## src/rtl/dispatch_pkg.sv

```systemverilog
package dispatch_pkg;
  localparam int PRIO_W = 2;
  localparam int RES_W  = 5;
  localparam int WG_W   = 8;
  localparam int WV_W   = 6;

  typedef struct packed {
    logic [PRIO_W-1:0] prio;
    logic [RES_W-1:0]  res;
    logic [WG_W-1:0]   wgs_m1;
    logic [WV_W-1:0]   waves_m1;
  } task_t;
endpackage

```

## src/rtl/dq_queues.sv

```systemverilog
module dq_queues
  import dispatch_pkg::*;
#(
  parameter int NUM_Q = 4,
  parameter int QW    = $clog2(NUM_Q)
) (
  input  logic             clk,
  input  logic             rst_n,
  input  logic             push,
  input  logic [QW-1:0]    push_q,
  input  task_t            push_task,
  input  logic             pop,
  input  logic             skip_valid,
  input  logic [QW-1:0]    skip_q,
  input  logic [RES_W-1:0] free_res,
  output logic [NUM_Q-1:0] q_valid,
  output logic             sel_valid,
  output logic [QW-1:0]    sel_q,
  output task_t            sel_task
);
  task_t q_task [NUM_Q];

  for (genvar g = 0; g < NUM_Q; g++) begin : g_q
    always_ff @(posedge clk) begin
      if (!rst_n)
        q_valid[g] <= 1'b0;
      else if (push && push_q == QW'(g))
        q_valid[g] <= 1'b1;
      else if (pop && sel_q == QW'(g))
        q_valid[g] <= 1'b0;
    end

    always_ff @(posedge clk) begin
      if (push && push_q == QW'(g))
        q_task[g] <= push_task;
    end
  end

  logic              found;
  logic [PRIO_W-1:0] best_p;
  logic              others;
  logic              elig;

  always_comb begin
    found  = 1'b0;
    best_p = '0;
    sel_q  = '0;
    others = 1'b0;
    elig   = 1'b0;
    for (int i = 0; i < NUM_Q; i++)
      if (q_valid[i] && !(skip_valid && skip_q == QW'(i)))
        others = 1'b1;
    for (int i = 0; i < NUM_Q; i++) begin
      elig = q_valid[i] && !(skip_valid && skip_q == QW'(i) && others);
      if (elig && (!found || q_task[i].prio > best_p)) begin
        found  = 1'b1;
        best_p = q_task[i].prio;
        sel_q  = QW'(i);
      end
    end
    sel_task  = q_task[sel_q];
    sel_valid = found && (sel_task.res <= free_res);
  end
endmodule

```

## src/rtl/dq_tracker.sv

```systemverilog
module dq_tracker
  import dispatch_pkg::*;
#(
  parameter int NUM_SLOT  = 4,
  parameter int TW        = $clog2(NUM_SLOT),
  parameter int TOTAL_RES = 16
) (
  input  logic             clk,
  input  logic             rst_n,
  input  logic             alloc,
  input  logic [RES_W-1:0] alloc_res,
  input  logic             launch,
  input  logic [TW-1:0]    launch_tid,
  input  logic             finish,
  input  logic [TW-1:0]    finish_tid,
  input  logic             cpl_valid,
  input  logic [TW-1:0]    cpl_tid,
  output logic             slot_avail,
  output logic [TW-1:0]    free_tid,
  output logic [RES_W-1:0] res_free,
  output logic             ret_valid,
  output logic [TW-1:0]    ret_tid
);
  localparam int CW = WG_W + 1;

  logic [NUM_SLOT-1:0] busy;
  logic [NUM_SLOT-1:0] all_out;
  logic [CW-1:0]       n_issued [NUM_SLOT];
  logic [CW-1:0]       n_done   [NUM_SLOT];
  logic [RES_W-1:0]    need     [NUM_SLOT];
  logic                cpl_ok;
  logic [RES_W-1:0]    dec, inc;

  always_comb begin
    slot_avail = 1'b0;
    free_tid   = '0;
    ret_valid  = 1'b0;
    ret_tid    = '0;
    for (int i = NUM_SLOT - 1; i >= 0; i--) begin
      if (!busy[i]) begin
        slot_avail = 1'b1;
        free_tid   = TW'(i);
      end
      if (busy[i] && all_out[i] && n_issued[i] == n_done[i]) begin
        ret_valid = 1'b1;
        ret_tid   = TW'(i);
      end
    end
  end

  assign cpl_ok = cpl_valid && busy[cpl_tid] && (n_done[cpl_tid] < n_issued[cpl_tid]);
  assign dec    = launch ? need[launch_tid] : '0;
  assign inc    = cpl_ok ? need[cpl_tid] : '0;

  always_ff @(posedge clk) begin
    if (!rst_n)
      res_free <= RES_W'(TOTAL_RES);
    else
      res_free <= res_free - dec + inc;
  end

  for (genvar s = 0; s < NUM_SLOT; s++) begin : g_slot
    always_ff @(posedge clk) begin
      if (!rst_n) begin
        busy[s]     <= 1'b0;
        all_out[s]  <= 1'b0;
        n_issued[s] <= '0;
        n_done[s]   <= '0;
        need[s]     <= '0;
      end else if (alloc && free_tid == TW'(s)) begin
        busy[s]     <= 1'b1;
        all_out[s]  <= 1'b0;
        n_issued[s] <= '0;
        n_done[s]   <= '0;
        need[s]     <= alloc_res;
      end else begin
        if (ret_valid && ret_tid == TW'(s))
          busy[s] <= 1'b0;
        if (launch && launch_tid == TW'(s))
          n_issued[s] <= n_issued[s] + 1'b1;
        if (finish && finish_tid == TW'(s))
          all_out[s] <= 1'b1;
        if (cpl_ok && cpl_tid == TW'(s))
          n_done[s] <= n_done[s] + 1'b1;
      end
    end
  end
endmodule

```

## src/rtl/dq_issue.sv

```systemverilog
module dq_issue
  import dispatch_pkg::*;
#(
  parameter int QW = 2,
  parameter int TW = 2
) (
  input  logic             clk,
  input  logic             rst_n,
  input  logic             sel_valid,
  input  logic [QW-1:0]    sel_q,
  input  task_t            sel_task,
  input  logic             slot_avail,
  input  logic [TW-1:0]    free_tid,
  input  logic [RES_W-1:0] res_free,
  input  logic             wave_ready,
  input  logic             preempt,
  output logic             take,
  output logic [RES_W-1:0] alloc_res,
  output logic             launch,
  output logic             finish,
  output logic [TW-1:0]    act_tid,
  output logic             wave_valid,
  output logic [WG_W-1:0]  wave_wg,
  output logic [WV_W-1:0]  wave_idx,
  output logic             skip_valid,
  output logic [QW-1:0]    skip_q
);
  logic          running, in_wg, pre_flag;
  task_t         act;
  logic [QW-1:0] act_q;
  logic          fits, fire, last_wave, last_wg, stop_pre;

  assign take       = !running && sel_valid && slot_avail;
  assign alloc_res  = sel_task.res;
  assign fits       = res_free >= act.res;
  assign wave_valid = running && (in_wg || (fits && !pre_flag));
  assign fire       = wave_valid && wave_ready;
  assign launch     = fire && !in_wg;
  assign last_wave  = wave_idx == act.waves_m1;
  assign last_wg    = wave_wg == act.wgs_m1;
  assign stop_pre   = running && !in_wg && pre_flag;
  assign finish     = (fire && last_wave && last_wg) || stop_pre;

  always_ff @(posedge clk) begin
    if (!rst_n) begin
      running    <= 1'b0;
      in_wg      <= 1'b0;
      pre_flag   <= 1'b0;
      act        <= '0;
      act_q      <= '0;
      act_tid    <= '0;
      wave_wg    <= '0;
      wave_idx   <= '0;
      skip_valid <= 1'b0;
      skip_q     <= '0;
    end else if (take) begin
      running    <= 1'b1;
      in_wg      <= 1'b0;
      pre_flag   <= 1'b0;
      act        <= sel_task;
      act_q      <= sel_q;
      act_tid    <= free_tid;
      wave_wg    <= '0;
      wave_idx   <= '0;
      skip_valid <= 1'b0;
    end else if (running) begin
      if (preempt)
        pre_flag <= 1'b1;
      if (stop_pre) begin
        running    <= 1'b0;
        pre_flag   <= 1'b0;
        skip_valid <= 1'b1;
        skip_q     <= act_q;
      end else if (fire) begin
        if (last_wave) begin
          in_wg    <= 1'b0;
          wave_idx <= '0;
          wave_wg  <= wave_wg + 1'b1;
          if (last_wg)
            running <= 1'b0;
        end else begin
          in_wg    <= 1'b1;
          wave_idx <= wave_idx + 1'b1;
        end
      end
    end
  end
endmodule

```

## src/rtl/task_dispatcher.sv

```systemverilog
module task_dispatcher
  import dispatch_pkg::*;
#(
  parameter int NUM_Q     = 4,
  parameter int NUM_SLOT  = 4,
  parameter int TOTAL_RES = 16,
  parameter int QW        = $clog2(NUM_Q),
  parameter int TW        = $clog2(NUM_SLOT)
) (
  input  logic              clk,
  input  logic              rst_n,
  input  logic              in_valid,
  output logic              in_ready,
  input  logic [QW-1:0]     in_q,
  input  logic [PRIO_W-1:0] in_prio,
  input  logic [RES_W-1:0]  in_res,
  input  logic [WG_W-1:0]   in_wgs_m1,
  input  logic [WV_W-1:0]   in_waves_m1,
  output logic              wave_valid,
  input  logic              wave_ready,
  output logic [TW-1:0]     wave_tid,
  output logic [WG_W-1:0]   wave_wg,
  output logic [WV_W-1:0]   wave_idx,
  input  logic              cpl_valid,
  input  logic [TW-1:0]     cpl_tid,
  input  logic              preempt,
  output logic              ret_valid,
  output logic [TW-1:0]     ret_tid,
  output logic [RES_W-1:0]  res_free
);
  logic [NUM_Q-1:0] q_valid;
  logic             sel_valid, take, launch, finish, slot_avail, skip_valid;
  logic [QW-1:0]    sel_q, skip_q;
  task_t            sel_task, push_task;
  logic [TW-1:0]    free_tid, act_tid;
  logic [RES_W-1:0] alloc_res;

  assign in_ready  = !q_valid[in_q];
  assign push_task = '{prio: in_prio, res: in_res, wgs_m1: in_wgs_m1, waves_m1: in_waves_m1};
  assign wave_tid  = act_tid;

  dq_queues #(.NUM_Q(NUM_Q), .QW(QW)) u_q (
    .clk, .rst_n,
    .push(in_valid && in_ready), .push_q(in_q), .push_task,
    .pop(take), .skip_valid, .skip_q, .free_res(res_free),
    .q_valid, .sel_valid, .sel_q, .sel_task
  );

  dq_issue #(.QW(QW), .TW(TW)) u_iss (
    .clk, .rst_n, .sel_valid, .sel_q, .sel_task, .slot_avail, .free_tid,
    .res_free, .wave_ready, .preempt, .take, .alloc_res, .launch, .finish,
    .act_tid, .wave_valid, .wave_wg, .wave_idx, .skip_valid, .skip_q
  );

  dq_tracker #(.NUM_SLOT(NUM_SLOT), .TW(TW), .TOTAL_RES(TOTAL_RES)) u_trk (
    .clk, .rst_n, .alloc(take), .alloc_res,
    .launch, .launch_tid(act_tid), .finish, .finish_tid(act_tid),
    .cpl_valid, .cpl_tid, .slot_avail, .free_tid, .res_free, .ret_valid, .ret_tid
  );
endmodule

```

## config.mk

```make
export PLATFORM = sky130hd
export DESIGN_NAME = task_dispatcher
export DESIGN_NICKNAME = d
export VERILOG_FILES = /design/src/rtl/dispatch_pkg.sv /design/src/rtl/dq_queues.sv /design/src/rtl/dq_tracker.sv /design/src/rtl/dq_issue.sv /design/src/rtl/task_dispatcher.sv
export SDC_FILE = /design/constraint.sdc
export NUM_CORES = 1
export LEC_CHECK = 0
export BUFFER_PORTS_ARGS = -buffer_cell sky130_fd_sc_hd__buf_2
export CORE_MARGIN = 4
export CORE_UTILIZATION = 40
export CTS_BUF_LIST = sky130_fd_sc_hd__clkbuf_2
export DETAILED_ROUTE_END_ITERATION = 12
export PLACE_DENSITY = 0.59
export SLEW_MARGIN = 20
export SYNTH_ARGS = -nofsm -noshare
export SYNTH_HDL_FRONTEND = slang
export SYNTH_HIERARCHICAL = 1
export SYNTH_SLANG_ARGS = --single-unit
```

## constraint.sdc

```tcl
create_clock -name clk -period 10.3 [get_ports clk]
set_input_delay 2.06 -clock clk [delete_from_list [all_inputs] [get_ports clk]]
set_output_delay 2.06 -clock clk [all_outputs]
set_load 0.01 [all_outputs]
```

==> impl_metrics.json <==
{
  "outcome": "completed",
  "start_util": 0.410,
  "setup_tns_ns": 0,
  "die_h_um": 186,
  "p_total_mw": 2.43,
  "synth_area_um2": 12700,
  "post_drt_wl_per_cell_um": 18.3,
  "crit_path_end_kind": "register",
  "finalMaxSlewViolations": 0,
  "skew_ns": 0.101,
  "finalSetupViolations": 0,
  "synth_fp_nets": 1231,
  "hp-class": "reg -> reg",
  "drt_iter0_drc": 645,
  "die-area_um2": 34600,
  "cts_setup_buffers": 0,
  "post_cts_hold_buffer_count": 0,
  "worstMarginPinSlew_ns": 1.01,
  "fin_cells": 1681,
  "overflow": 0,
  "drive_gt1_frac": 0.186,
  "dp.final_hpwl_um": 21300,
  "final_util": 0.447,
  "worstSetupPathType": "reg -> reg",
  "io_pins": 57,
  "num_rows": 64,
  "clock_sinks": 236,
  "dp_cells": 1567,
  "track_usage": 0.180,
  "cts_buffers": 66,
  "cp_slowest_cell": "a31oi_2",
  "finalCriticalPeriod_ns": 8.70,
  "cpPeakStageDelay_ns": 0.61,
  "cpMostUsedCell": "ha_1",
  "cts_root_buffer": "clkbuf_2",
  "grt_max_degree": 42,
  "min_period_over_period": 0.844,
  "htree_levels": 3,
  "synth_warnings": 6,
  "rsz0062_at_grt": "no",
  "clock_path_buffers": 3,
  "cap_violations": 0,
  "post_drt_via_cell_ratio": 5.39,
  "die_w_um": 186,
  "finalHoldViolCount": 0,
  "grt_pass1_wl_um": 49200,
  "antenna_found_initial": 1,
  "power_density_nw_per_um2": 176,
  "coreArea_um2": 30900,
  "insertion_delay_ns": 0.87,
  "area_delta_synth_final_pct": 9.10,
  "drc_errors": 0,
  "drtAntennaViolNets": 0,
  "cts_resized": 0,
  "slew_headroom": 0.327,
  "vdd_drop_max_v": 0.0000830,
  "required_ns": 10.85,
  "crit_fanout": 41,
  "synth_area_per_cell_um2": 11.0,
  "critPathLaunchType": "register",
  "port_buffers": 56,
  "grt_pass1_vias": 8984,
  "place.gp.congestion": 0.873,
  "vias": 9053,
  "drt_wl_total_um": 30700,
  "path_clk_slew_ns": 0.10,
  "p_leak_nw": 5.23,
  "hold_ws_ns": 0.462,
  "final_nets": 1313,
  "cts_tree": "done",
  "drtPass1Iterations": 5,
  "syn-instance-count": 1157,
  "fmax_ghz": 0.115,
  "critPathArrivalTime_ns": 9.24
}
[flip-flops by register name, summed over array words and instances (netlist names), 5 cells and up]
register,count
u_iss/act,19
u_trk/n_done,36
u_iss/wave_idx,6
u_trk/need,20
u_iss/wave_wg,8
u_q/q_task,84
u_trk/res_free,5
u_trk/n_issued,36
[where the power goes]
part / leakage, nW / internal [mW] / switching (mW) / total, mW
Sequential: 2.21 / 1.11 / 0.106 / 1.21
Clock: 0.456 / 0.266 / 0.406 / 0.672
Combinational: 2.56 / 0.230 / 0.314 / 0.544
Total: 5.23 / 1.60 / 0.826 / 2.43
[final timing paths]
| path | startpoint | to | slack [ns] | depth (start not counted) |
|---|---|---|---|---|
| worst max-delay path | u_iss/skip_q[1] | u_trk/n_issued[3][6] | 1.60 | 38 |
| worst min-delay path | u_iss/act[18] | u_iss/act[18] | 0.46 | 2 |
| worst max register to register | u_iss/skip_q[1] | u_trk/n_issued[3][6] | 1.60 | 38 |
| worst min register to register | u_iss/act[18] | u_iss/act[18] | 0.46 | 2 |
[stage by stage]
stage / area [µm²] / worst slack, ns
after floorplan: 12700 / 2.78
after global placement: 13200 / 1.59
after detailed placement: 13200 / 1.32
after CTS: 13800 / 1.31
after global routing: 13800 / 0.929
final: 13800 / 1.60
[layout make-up]
cell class / instances / area, µm²
fillers: 2974 / 17100
flip-flops and latches: 236 / 6490
multi-input cells: 810 / 5670
clock buffers: 101 / 505
well taps: 396 / 495
repair buffers: 68 / 370
inverters: 57 / 214
clock inverters: 12 / 80.1
diodes: 1 / 2.50
[metal layers]
| layer | wire, µm | share of wire | vias to the layer above | global-route usage |
|---|---|---|---|---|
| met5 | 0 | 0 | - | 0 |
| met4 | 657 | 0.021 | 0 | 0.0630 |
| met3 | 1610 | 0.053 | 55 | 0.0338 |
| met2 | 13400 | 0.44 | 239 | 0.260 |
| met1 | 15000 | 0.49 | 4375 | 0.270 |
| li1 | - | - | 4384 | - |
[cells in the final DEF (no fill, tap or decap), types with 8 or more instances in the layout]
| master | n |
|---|---|
| a21boi_0 | 15 |
| a21boi_1 | 11 |
| a21oi_1 | 25 |
| a31oi_1 | 13 |
| and2_1 | 34 |
| and3_1 | 38 |
| buf_2 | 56 |
| buf_4 | 12 |
| clkbuf_2 | 101 |
| dfxtp_1 | 60 |
| edfxtp_1 | 176 |
| ha_1 | 39 |
| inv_1 | 54 |
| mux4_2 | 27 |
| nand2_1 | 152 |
| nand3_1 | 45 |
| nand4_1 | 28 |
| nor2_1 | 88 |
| nor3_1 | 13 |
| nor4_1 | 10 |
| o21a_1 | 8 |
| o21ai_0 | 14 |
| o21ai_1 | 19 |
| o22ai_1 | 19 |
| or4_1 | 8 |
| xnor2_1 | 37 |
| xor2_1 | 72 |
[critical path, delay by kind of cell (launching register included)]
| family | cells | cell delay, ns |
|---|---|---|
| compound gates | 16 | 3.66 |
| flops | 1 | 0.32 |
| simple gates | 14 | 2.24 |
| fa+ha+maj | 4 | 1.08 |
| buf+inv | 4 | 1.11 |
Power figures use the tool's default switching activity.
